File: config.mk
export PLATFORM = sky130hd
export DESIGN_NAME = uart_rx_line
export DESIGN_NICKNAME = d
export VERILOG_FILES = /design/src/rtl/uart_rx_line.sv
export SDC_FILE = /design/constraint.sdc
export NUM_CORES = 1
export LEC_CHECK = 0
export BUFFER_PORTS_ARGS = -buffer_cell sky130_fd_sc_hd__buf_2
export CAP_MARGIN = 5
export CORE_MARGIN = 2
export CORE_UTILIZATION = 57
export DETAILED_ROUTE_END_ITERATION = 8
export GPL_TIMING_DRIVEN = 0
export PLACE_DENSITY = 0.78
export SYNTH_ARGS = -nofsm -noshare
export SYNTH_HDL_FRONTEND = slang
export SYNTH_SLANG_ARGS = --single-unit
export TNS_END_PERCENT = 10
File: constraint.sdc
create_clock -name clk -period 2.2 [get_ports clk]
set_input_delay 0 -clock clk [delete_from_list [all_inputs] [get_ports clk]]
set_output_delay 0 -clock clk [all_outputs]
set_load 0.05 [all_outputs]
File: src/rtl/uart_rx_line.sv
module uart_rx_line #(
  parameter int OSR = 16
) (
  input  logic       clk,
  input  logic       rst_n,
  input  logic       rxd,
  input  logic       os_tick,
  input  logic [1:0] wlen,
  input  logic       par_en,
  input  logic       par_even,
  input  logic       par_stick,
  input  logic       rd_data,
  input  logic       rd_stat,
  output logic [7:0] rx_data,
  output logic       data_ready,
  output logic       overrun,
  output logic       parity_err,
  output logic       framing_err,
  output logic       break_det
);
  localparam int CW = $clog2(OSR);
  localparam logic [CW-1:0] MID  = CW'(OSR/2 - 1);
  localparam logic [CW-1:0] LAST = CW'(OSR - 1);

  typedef enum logic [2:0] {S_IDLE, S_START, S_DATA, S_PAR, S_STOP} st_t;

  st_t           st;
  logic [1:0]    sync;
  logic          rxd_s;
  logic          armed;
  logic [CW-1:0] cnt;
  logic [2:0]    idx;
  logic [7:0]    shreg;
  logic          pbit;
  logic          frame_done;
  logic          exp_par;
  logic          brk;
  logic [2:0]    last_idx;

  assign rxd_s      = sync[1];
  assign last_idx   = 3'(wlen) + 3'd4;
  assign frame_done = (st == S_STOP) && os_tick && (cnt == LAST);
  assign exp_par    = par_stick ? ~par_even : (par_even ? ^shreg : ~^shreg);
  assign brk        = (shreg == 8'd0) && (!par_en || !pbit) && !rxd_s;

  always_ff @(posedge clk or negedge rst_n)
    if (!rst_n) sync <= 2'b11;
    else        sync <= {sync[0], rxd};

  always_ff @(posedge clk or negedge rst_n) begin
    if (!rst_n) begin
      st    <= S_IDLE;
      armed <= 1'b0;
      cnt   <= '0;
      idx   <= '0;
      shreg <= '0;
      pbit  <= 1'b0;
    end else begin
      case (st)
        S_IDLE: begin
          if (rxd_s) armed <= 1'b1;
          if (os_tick && armed && !rxd_s) begin
            st    <= S_START;
            cnt   <= '0;
            armed <= 1'b0;
          end
        end
        S_START: if (os_tick) begin
          if (cnt == MID) begin
            if (!rxd_s) begin
              st    <= S_DATA;
              cnt   <= '0;
              idx   <= '0;
              shreg <= '0;
              pbit  <= 1'b0;
            end else begin
              st <= S_IDLE;
            end
          end else begin
            cnt <= cnt + 1'b1;
          end
        end
        S_DATA: if (os_tick) begin
          if (cnt == LAST) begin
            shreg[idx] <= rxd_s;
            cnt        <= '0;
            if (idx == last_idx) st <= par_en ? S_PAR : S_STOP;
            else                 idx <= idx + 1'b1;
          end else begin
            cnt <= cnt + 1'b1;
          end
        end
        S_PAR: if (os_tick) begin
          if (cnt == LAST) begin
            pbit <= rxd_s;
            cnt  <= '0;
            st   <= S_STOP;
          end else begin
            cnt <= cnt + 1'b1;
          end
        end
        S_STOP: if (os_tick) begin
          if (cnt == LAST) begin
            st  <= S_IDLE;
            cnt <= '0;
          end else begin
            cnt <= cnt + 1'b1;
          end
        end
        default: st <= S_IDLE;
      endcase
    end
  end

  always_ff @(posedge clk or negedge rst_n) begin
    if (!rst_n) begin
      rx_data     <= '0;
      data_ready  <= 1'b0;
      overrun     <= 1'b0;
      parity_err  <= 1'b0;
      framing_err <= 1'b0;
      break_det   <= 1'b0;
    end else begin
      if (rd_data) data_ready <= 1'b0;
      if (rd_stat) begin
        overrun     <= 1'b0;
        parity_err  <= 1'b0;
        framing_err <= 1'b0;
        break_det   <= 1'b0;
      end
      if (frame_done) begin
        if (data_ready && !rd_data) begin
          overrun <= 1'b1;
        end else begin
          rx_data    <= brk ? 8'd0 : shreg;
          data_ready <= 1'b1;
        end
        if (!rxd_s) framing_err <= 1'b1;
        if (par_en && (pbit != exp_par)) parity_err <= 1'b1;
        if (brk) break_det <= 1'b1;
      end
    end
  end
endmodule


=== After elaboration in Yosys (flattened, before gate mapping) ===
Cells that the tools add are included.
Widths: inputs -> output; s select.

* Shifts and indexed selects: 0
* Multiply operators: 0
* $add $sub $neg: 3
* $lt $le $gt $ge: 2
* Mux-type cells: 62
* Divide/modulo/power cells: 0
* Eq/ne operators: 22
* Reduce and logical (&&, ||, !) cells: 30
* Bitwise operators: 2

{| class="wikitable"
|+ Operator list
! cell !! count
|-
| $mux 3 || 17
|-
| $mux 8 || 6
|-
| $mux 1 || 25
|-
| $mux 4 || 6
|-
| $ne 2x2->1 const B || 11
|-
| $pmux 8 s2 || 1
|-
| $pmux 3 s5 || 1
|-
| $pmux 4 s3 || 1
|-
| $reduce_and 6->1 || 2
|-
| $reduce_and 10->1 || 1
|-
| $logic_and 1x1->1 || 9
|-
| $bwmux 8 || 1
|-
| $logic_not 8->1 || 1
|-
| $reduce_xnor 8->1 || 1
|-
| $reduce_xor 8->1 || 1
|-
| $reduce_and 7->1 || 1
|-
| $eq 3x2->1 const B || 2
|-
| $pmux 3 s2 || 1
|-
| $reduce_bool 2->1 || 3
|-
| $reduce_and 5->1 || 1
|-
| $add 4x1->4 const B || 1
|-
| $eq 4x3->1 const B || 1
|-
| $eq 4x4->1 const B || 1
|-
| $logic_not 1->1 || 4
|-
| other kinds (19) || 22
|}

* Memories kept: 0
* Register bits: 35
* Input port bits: 11
* Output and inout port bits: 13
* Word-level logic and storage cells: 134
* Memory bits (writable): 0
* Memory bits (read-only): 0
* Bits in latches: 0

=== Logic depth before layout (Yosys ltp) ===
Gate-level depths: netlist of the first run.

* Depth in word-level cells: 8
* Gate-level depth with buffers: 9
* Gate-level depth less buffers: 7

=== Least setup slack after synthesis of the first run ===
No wires, ideal clock.

* Kind: register to register
* From: register cnt[0]
* To: register rx_data[3]
* Path slack: 382 ps
* Library setup time: 128 ps
* Stages on the path, launching flop included: 10
* Data required time: 2072 ps
* Arrival time: 1690 ps
* Period minus slack after synthesis: 1818 ps
* Path buffers: 3
* Cell sequence: dfrtp_1 ha_1 and2_0 and3_1 buf_2 and3_1 buf_2 buf_6 nand3_1 o21ai_0

* Cells in the longest elaborated chain, start to end: 3

{| class="wikitable"
|+ Ends and longest elaborated chain
! element !! line !! RTL
|-
| start: declaration || 31 || <nowiki>logic [CW-1:0] cnt;</nowiki>
|-
| start signal: assignment || 80 || <nowiki>cnt <= cnt + 1'b1;</nowiki>
|-
| start signal: assignment || 90 || <nowiki>cnt <= cnt + 1'b1;</nowiki>
|-
| start signal: assignment || 99 || <nowiki>cnt <= cnt + 1'b1;</nowiki>
|-
| $eq 4x4->1 || 42 || <nowiki>assign frame_done = (st == S_STOP) && os_tick && (cnt == LAST);</nowiki>
|-
| $logic_and 1x1->1 || 42 ||
|-
| $reduce_and 2->1 (no line) || -- ||
|-
| end signal: assignment || 135 || <nowiki>rx_data <= brk ? 8'd0 : shreg;</nowiki>
|-
| end: declaration || 14 || <nowiki>output logic [7:0] rx_data,</nowiki>
|}

Every way passes these cells.
A chain may end at the register's enable or synchronous reset.

=== Worst setup path in the final report of the first run ===
* From: register cnt[0]
* To: register rx_data[7]

The elaborated chain is that of the path after synthesis.

==> impl_metrics.tcl, run 1 <==
set metrics [dict create \
    status "finished clean" \
    path_delay_family "simple AND/OR/NAND/NOR gates" \
    grt_pass1_vias 1681 \
    yosysSeqAreaShare 0.4488 \
    ff2ff_setup_slack_ns 0.23 \
    synth_top_family_by_area "compound AO/OA/AOI/OAI gates" \
    p_per_area_nw_per_um2 898.5 \
    setup_tns_ns 0 \
    wirelength_um 4198 \
    synth-xor-area-share 0.03581 \
    final_nets 273 \
    insertedDiodeCount 0 \
    synth_adder_area_share 0.03836 \
    wl_met1_um 2009 \
    place_hpwl_um 2936 \
    dr_total_vias 1729 \
    path_cells "ha_1 -> and2_0 -> and3_1 -> buf_2 -> and3_1 -> buf_2 -> buf_6 -> nand3_1 -> o21ai_0" \
    initial_core_util 0.5911 \
    power.total_uw 2029 \
    cts_tree "yes" \
    die_area_um2 3918 \
    leakagePower_uw 0.001026 \
    met2_wirelength_um 1903 \
    cts.sinks 35 \
    slowest_stage "dfrtp_1" \
    dieHeight_um 62.59 \
    firstDrtPassIters 4 \
    path_class "flip-flop to flip-flop" \
    io_pins 24 \
    synth_compound_area_frac 0.2187 \
    critPathArrivalTime_ns 2.20 \
    synthSimpleGateAreaFrac 0.1611 \
    path_clk_slew_ns 0.11 \
    port_buffers 23 \
    drt_iter0_drc 87 \
    clockBufferDepth 2 \
    grt_usage 0.2482 \
    max-slew-margin-rel 0.4996 \
    num_rows 21 \
    drive_gt1_frac 0.1556 \
    cts_resized 0 \
    overflow 0 \
    cts-root-buf "clkbuf_4" \
    die_w_um 62.59 \
    clock_skew_ns 0.006617 \
    vias_per_cell 5.706 \
    post-route-min-period_ns 1.967 \
    r2r-start "cnt[0]$_DFFE_PN0P_" \
    syn-num-nets 237 \
    fin_crit_sh 0.8939 \
    synth-async-reset-ratio 1.000 \
    max_stage_delay_ns 0.42 \
    worst_pin_slew_ns 0.7506 \
    path_buf_inv 3 \
    drc 0 \
    area_delta_synth_final_pct 15.41 \
    maxCapViolCount 0 \
    hold_viol 0 \
    place_congestion 0.8869 \
    setup_viol_count_final 0 \
    grt_max_degree 36 \
    highest_layer "met4" \
    drv_slew 0 \
    crit_fanout 10 \
    synth.area.mux_share 0.01087 \
    synth_edf_count 0 \
    ir_drop_uv 582.2 \
    synth_area_um2 1957 \
    ant_nets 0 \
    met3WireLength_um 226 \
    end_kind "flip-flop" \
    ys.warnings.count 0 \
    fill_cells 289 \
    fmaxAchievable_ghz 0.5085 \
    syn_inst 220 \
    htreeDepth 2 \
    clock_latency_ns 0.34 \
    crit_required_ns 2.44 \
    synth.distinct_cells 40 \
    wire_per_inst_um 13.85 \
    core_area_um2 3311 \
    crit_path_start_kind "flip-flop" \
    ys_ff_latch 35 \
    final_common_cell "dfrtp_1" \
    ys.flop_type "dfrtp_1" \
    final_cell_mix "33 x dfrtp_1, 29 x inv_1, 26 x buf_2, 22 x o21ai_0" \
    rsz0062_at_grt "false" \
    cts_buffers 5 \
    crit_start "cnt[0]$_DFFE_PN0P_" \
    antenna_found_initial 0 \
    grt_pass1_wl_um 7762 \
    min_from "par_stick" \
    syn_area_per_cell_um2 8.895 \
    hp-class "input port to flip-flop" \
]
## flip-flops by register name (all words and copies together), names as in the netlist
name / flops
overrun: 1
framing_err: 1
cnt: 4
sync: 2
break_det: 1
armed: 1
idx: 3
parity_err: 1
rx_data: 8
shreg: 8
data_ready: 1
st: 3
pbit: 1
## cells by family after synthesis
group	count (synthesis)
AOI/OAI and AO/OA	66
xor gates and xnor gates	8
adders and majority gates	6
buffers and inverters	40
DFF	35
muxes	2
and+or+nand+nor	63
## worst paths after layout
check,to,cells after the start
min in group asynchronous,shreg[5]$_DFFE_PN0P_,2
worst max-delay path,rx_data[7]$_DFFE_PN0P_,9
max in group asynchronous,st[2]$_DFFE_PN0P_,2
worst min register to register,sync[1]$_DFF_PN1_,0
worst max register to register,rx_data[7]$_DFFE_PN0P_,9
worst min-delay path,parity_err$_DFF_PN0_,4
## where the power goes
group	leakage [uW]	internal, uW	switching, uW	total [uW]
combinational	0.000562	315	497	812
sequential	0.000426	732	79.6	812
clock	0.0000386	188	217	405
total	0.00103	1240	794	2030
## synth_stat cells (all sizes together), types with 6 or more instances
cell / number / area [um^2]
dfrtp: 33 / 825.8
inv: 29 / 108.9
o21ai: 23 / 115.1
nand2: 14 / 55.06
nor2: 13 / 48.80
nand3: 12 / 60.06
a21oi: 9 / 45.04
xnor2: 8 / 70.07
o41ai: 7 / 61.31
a31oi: 6 / 37.54
buf: 6 / 41.28
ha: 6 / 75.07
## worst min-delay path: cells and delay by family
family | cells | cell delay [ns]
XOR/XNOR | 1 | 0.17
buffers and inverters | 1 | 0.07
AO/OA/AOI/OAI | 1 | 0.07
AND/OR/NAND/NOR | 1 | 0.04
## routing by layer
metal,vias to the layer above,GRT usage
met1,814,0.3516
met4,0,0.09444
met2,56,0.3777
met5,-,0
met3,6,0.05045
li1,853,-
## repair_timing
| action | 4_1_cts | 5_1_grt |
|---|---|---|
| endpoints found under the setup margin | 0 | 0 |
| hold buffers | 6 | 0 |
| endpoints found under the hold margin | 40 | 0 |
| setup buffers | 0 | 0 |
## area by class of cell
cell class,count,area (um^2),share of cell area
Tap cell,46,57.56,0.02548
Multi-Input combinational cell,145,909.6,0.4028
Timing Repair Buffer,29,175.2,0.07756
Clock buffer,8,68.82,0.03047
Inverter,29,108.9,0.04820
Buffer,11,60.06,0.02659
Sequential cell,35,878.3,0.3889
## metrics by stage
stage / hold slack, ns / area (um^2) / setup WS [ns] / util / instances
final: 0.04532 / 2258 / 0.2334 / 0.6822 / 303
after global routing: 0.06946 / 2258 / 0.07950 / 0.6822 / 303
after CTS: 0.03897 / 2258 / 0.2236 / 0.6822 / 303
after detailed placement: 0.1068 / 2130 / 0.2432 / 0.6432 / 289
after global placement: 0.1057 / 2130 / 0.2507 / 0.6432 / 289
after floorplan: -0.2956 / 1957 / 0.3817 / - / 220
No activity file was read; power rests on OpenSTA's default activity.
==> run 2, diff against run 1 <==
==> constraint.sdc (replaced) <==
create_clock -name clk -period 2.2 [get_ports clk]
set_input_delay 0.66 -clock clk [delete_from_list [all_inputs] [get_ports clk]]
set_output_delay 0.66 -clock clk [all_outputs]
set_load 0.05 [all_outputs]
==> run 2 against run 1 <==
Against the previous run: design area is 2.7% lower; critical endpoint is now rx_data[3]$_DFFE_PN0P_; largest power group unchanged; register-to-register slack about the same; count of clock-buffer cells in the layout unchanged; power fell by 0.45%; maximum frequency increased by 0.26%; non-clock buffer count shrank 6; via count fell by 1.2%; sequential share of layout area up 1.1 points; global-route usage shrank 0.47 points; hold slack better by 0.32 ns.
==> impl_metrics.tcl, run 2 (synthesis gave the netlist of run 1 again) <==
set metrics [dict create \
    hold_depth 0 \
    grt_pass1_vias 1631 \
    wirelength_um 4127 \
    place_hpwl_um 2936 \
    final_common_cell "dfrtp_1" \
    cts_tree "yes" \
    reg2reg_depth 9 \
    path_delay_family "simple AND/OR/NAND/NOR gates" \
    path_class "flip-flop to flip-flop" \
    crit_path_start_kind "flip-flop" \
    final_cell_mix "33 x dfrtp_1, 29 x inv_1, 26 x buf_2, 22 x o21ai_0" \
    ir_drop_uv 586.3 \
    hp-class "flip-flop to flip-flop" \
    area_delta_synth_final_pct 12.34 \
    wire_per_inst_um 13.90 \
    power.total_uw 2020 \
    die_area_um2 3918 \
    final_nets 267 \
    port_buffers 23 \
    drc 0 \
    die_w_um 62.59 \
    dr_total_vias 1708 \
    end_kind "flip-flop" \
    crit_required_ns 2.44 \
    fin_crit_sh 0.8916 \
    status "finished clean" \
    maxCapViolCount 0 \
    clock_latency_ns 0.34 \
    grt_max_degree 36 \
    io_pins 24 \
    cts-root-buf "clkbuf_4" \
    p_per_area_nw_per_um2 918.9 \
    grt_usage 0.2436 \
    crit_fanout 10 \
    critPathArrivalTime_ns 2.20 \
    post-route-min-period_ns 1.962 \
    numPlacedInstances 289 \
    rsz0062_at_grt "false" \
    path_buf_inv 3 \
    place_congestion 0.8869 \
    clock_skew_ns 0.006354 \
    path_clk_slew_ns 0.11 \
    setup_tns_ns 0 \
    slowest_stage "dfrtp_1" \
    fmaxAchievable_ghz 0.5098 \
    insertedDiodeCount 0 \
    critical_path_depth 9 \
    fill_cells 299 \
    crit_start "cnt[0]$_DFFE_PN0P_" \
    max_stage_delay_ns 0.42 \
    overflow 0 \
    clockBufferDepth 2 \
    antenna_found_initial 0 \
    r2r-start "cnt[0]$_DFFE_PN0P_" \
    firstDrtPassIters 5 \
    drv_slew 0 \
    core_area_um2 3311 \
    cts_resized 0 \
    dieHeight_um 62.59 \
    max-slew-margin-rel 0.5005 \
    min_from "sync[0]$_DFF_PN1_" \
    drt_iter0_drc 87 \
    hold_buffers 0 \
    post_cts_buffers 0 \
    grt_pass1_wl_um 7603 \
    reg_top3 "rx_data: 8 flops, shreg: 8 flops, cnt: 4 flops" \
    worst_pin_slew_ns 0.7493 \
    setup_viol_count_final 0 \
    drive_gt1_frac 0.1594 \
    leakagePower_uw 0.001001 \
    htreeDepth 2 \
    num_rows 21 \
    cts.sinks 35 \
    vias_per_cell 5.751 \
    ant_nets 0 \
    cts_buffers 5 \
    initial_core_util 0.5911 \
    hold_viol 0 \
    path_cells "ha_1 -> and2_0 -> and3_1 -> buf_2 -> and3_1 -> buf_2 -> buf_6 -> nand3_1 -> o21ai_0" \
    final_cells 297 \
]
[run 2: path summary, 6_finish.rpt]
| kind | to | slack [ns] |
|---|---|---|
| worst max-delay path | rx_data[3]$_DFFE_PN0P_ | 0.24 |
| worst min-delay path | sync[1]$_DFF_PN1_ | 0.36 |
| worst max register to register | rx_data[3]$_DFFE_PN0P_ | 0.24 |
| worst min register to register | sync[1]$_DFF_PN1_ | 0.36 |
| min in group asynchronous | shreg[5]$_DFFE_PN0P_ | 0.37 |
| max in group asynchronous | st[2]$_DFFE_PN0P_ | 1.35 |
[run 2: stage by stage]
stage / worst slack, ns / area, um^2 / hold WS, ns / utilization
3_3_place_gp: 0.1289 / 2130 / 0.3459 / 0.6432
6_report: 0.2385 / 2198 / 0.3637 / 0.6640
3_5_place_dp: 0.1186 / 2130 / 0.3510 / 0.6432
2_1_floorplan: 0.3817 / 1957 / 0.3452 / -
4_1_cts: 0.2236 / 2198 / 0.3671 / 0.6640
5_1_grt: 0.07950 / 2198 / 0.3698 / 0.6640
[run 2: per-layer routing]
layer | track usage | share of wire | wire length (um)
met2 | 0.3629 | 0.46 | 1887
met3 | 0.05405 | 0.059 | 245
met5 | 0 | 0 | 0
met1 | 0.3480 | 0.47 | 1935
met4 | 0.09444 | 0.014 | 59
[run 2: final cells by class]
type	count	area (um^2)	area share
well taps	46	57.56	0.02618
inverters	29	108.9	0.04952
multi-input cells	145	909.6	0.4138
flip-flops and latches	35	878.3	0.3995
plain buffers	11	60.06	0.02732
clock buffers	8	68.82	0.03130
repair buffers	23	115.1	0.05236
[run 2: report_power, final]
group | total (uW) | internal (uW) | switching, uW | leakage (uW)
clock | 405 | 188 | 217 | 0.0000386
sequential | 811 | 732 | 79.3 | 0.000426
combinational | 804 | 309 | 495 | 0.000537
total | 2020 | 1230 | 791 | 0.00100
==> run 3, diff against run 2 <==
CORE_UTILIZATION = 52   (was 57)
PLACE_DENSITY = 0.75   (was 0.78)
clock period = 1.65 ns   (was 2.2 ns; I/O delays follow)
==> run 3 against run 2 <==
Against the previous run: the run now ends with negative setup slack left; clock skew shrank 0.0026 ns; hold slack worse by 0.077 ns; register-to-register slack worse by 0.32 ns; routed wire length increased by 17%; via count is 6.5% higher; sequential share of layout area down 5.1 points; critical path depth is 3 lower; count of clock-buffer cells in the layout did not move; critical endpoint is now idx[2]$_DFFE_PN0P_; highest routed layer unchanged.
==> impl_metrics.tcl, run 3 (synthesis gave the netlist of run 1 again) <==
set metrics [dict create \
    status "finished, violations left" \
    violations "negative setup slack" \
    setup_viol_count_final 8 \
    path_class "flip-flop to flip-flop" \
    num_rows 22 \
    critPathArrivalTime_ns 1.90 \
    core_area_um2 3633 \
    final_common_cell "dfrtp_1" \
    fin_crit_sh 1.047 \
    post-route-min-period_ns 1.727 \
    clock_latency_ns 0.28 \
    worst_pin_slew_ns 0.7784 \
    grt_max_degree 36 \
    clockBufferDepth 2 \
    drt_iter0_drc 176 \
    rsz0062_at_grt "true" \
    htreeDepth 2 \
    max_stage_delay_ns 0.36 \
    initial_core_util 0.5386 \
    pwr-share-clk 0.211 \
    grt_pass1_wl_um 7617 \
    crit_path_start_kind "flip-flop" \
    numPlacedInstances 291 \
    place_congestion 0.8502 \
    leakagePower_uw 0.001139 \
    critical_path_depth 6 \
    holdWs_ns 0.2869 \
    crit_required_ns 1.82 \
    overflow 0 \
    path_buf_inv 0 \
    fill_cells 283 \
    ant_nets 0 \
    insertedDiodeCount 0 \
    post-place-ws_ns -0.2606 \
    reg2reg_depth 6 \
    max-slew-margin-rel 0.4811 \
    cts_tree "yes" \
    crit_fanout 4 \
    clock_skew_ns 0.003797 \
    p_per_area_nw_per_um2 1283 \
    maxCapViolCount 0 \
    port_buffers 23 \
    dr_total_vias 1819 \
    p_sw_frac 0.3914 \
    slowest_stage "dfrtp_1" \
    intPower_uw 1971 \
    drc 0 \
    firstDrtPassIters 4 \
    drive_gt1_frac 0.3132 \
    power.total_uw 3239 \
    multiInputGateArea_um2 1066 \
    layout_setup_ws_ns -0.07738 \
    place_hpwl_um 2955 \
    net-switching-power_uw 1268 \
    final_cell_mix "31 x dfrtp_1, 29 x inv_1, 25 x buf_2, 15 x o21ai_0, 14 x buf_4" \
    pwr-share-seq 0.340 \
    dieHeight_um 65.35 \
    final_cells 313 \
    die_w_um 65.35 \
    area_delta_synth_final_pct 28.96 \
    path_clk_slew_ns 0.07 \
    grt_pass1_vias 1680 \
    wire_per_inst_um 15.45 \
    seq_area_um2 880.8 \
    cts_buffers 5 \
    hold_buffers 0 \
    wirelength_um 4837 \
    path_delay_family "simple AND/OR/NAND/NOR gates" \
    reg_top3 "rx_data: 8 flops, shreg: 8 flops, cnt: 4 flops" \
    hp-class "input port to async pin" \
    path_cells "ha_2 -> o211ai_1 -> nor2_1 -> o32ai_2 -> or3_4 -> a211o_1" \
    io_pins 24 \
    cts-root-buf "clkbuf_8" \
    vias_per_cell 5.812 \
    fmaxAchievable_ghz 0.5789 \
    hold_viol 0 \
    cts.sinks 35 \
    ff2ff_setup_slack_ns -0.08 \
    antenna_found_initial 0 \
    drv_slew 0 \
    end_kind "flip-flop" \
    die_area_um2 4270 \
    ir_drop_uv 788.9 \
    final_nets 281 \
    grt_usage 0.2347 \
    comb_power_share 0.449 \
]
## run 3: repair_timing
item / CTS / global route
gates resized for setup: 16 / 25
endpoints found under the setup margin: 24 / 27
endpoints found under the hold margin: 0 / 0
gates cloned: 0 / 1
pin swaps: 8 / 9
setup buffers: 7 / 8
## run 3: power groups by stage
stage | registers [uW] | logic, uW | clock network [uW]
3_3_place_gp | 1090 | 1040 | 0
4_1_cts | 1080 | 1200 | 696
6_report | 1100 | 1450 | 685
5_1_grt | 1120 | 1580 | 736
3_5_place_dp | 1100 | 1060 | 0
2_1_floorplan | 1070 | 844 | 0
## run 3: stage by stage
| stage | area (um^2) | util | TNS, ns |
|---|---|---|---|
| floorplan | 1968 | - | -0.05360 |
| CTS | 2370 | 0.6522 | -0.6475 |
| global placement | 2143 | 0.5899 | -3.057 |
| finish | 2524 | 0.6946 | -0.2054 |
| detailed placement | 2143 | 0.5899 | -3.349 |
| global route | 2524 | 0.6946 | -1.671 |
## run 3: path summary, 6_finish.rpt
path / from / to
hold reg to reg: sync[0]$_DFF_PN1_ / sync[1]$_DFF_PN1_
setup reg to reg: cnt[0]$_DFFE_PN0P_ / idx[2]$_DFFE_PN0P_
hold / removal: rst_n / idx[2]$_DFFE_PN0P_
setup / recovery: cnt[0]$_DFFE_PN0P_ / idx[2]$_DFFE_PN0P_
min in group clk: rxd / sync[0]$_DFF_PN1_
max in group asynchronous: rst_n / st[0]$_DFFE_PN0P_
## run 3: final cells by class
type,instances,share of cell area
multi-input combinational,145,0.4224
sequential,35,0.3490
timing repair buffer,39,0.09519
inverter,29,0.04313
clock buffer,8,0.03966
buffer,9,0.02677
tap,48,0.02380
## run 3: layer usage
| metal | routed length (um) | part of all wire | global-route usage |
|---|---|---|---|
| met3 | 299 | 0.062 | 0.05822 |
| met1 | 2099 | 0.43 | 0.2966 |
| met2 | 2352 | 0.49 | 0.3878 |
| met4 | 86 | 0.018 | 0.08854 |
| met5 | 0 | 0 | 0 |
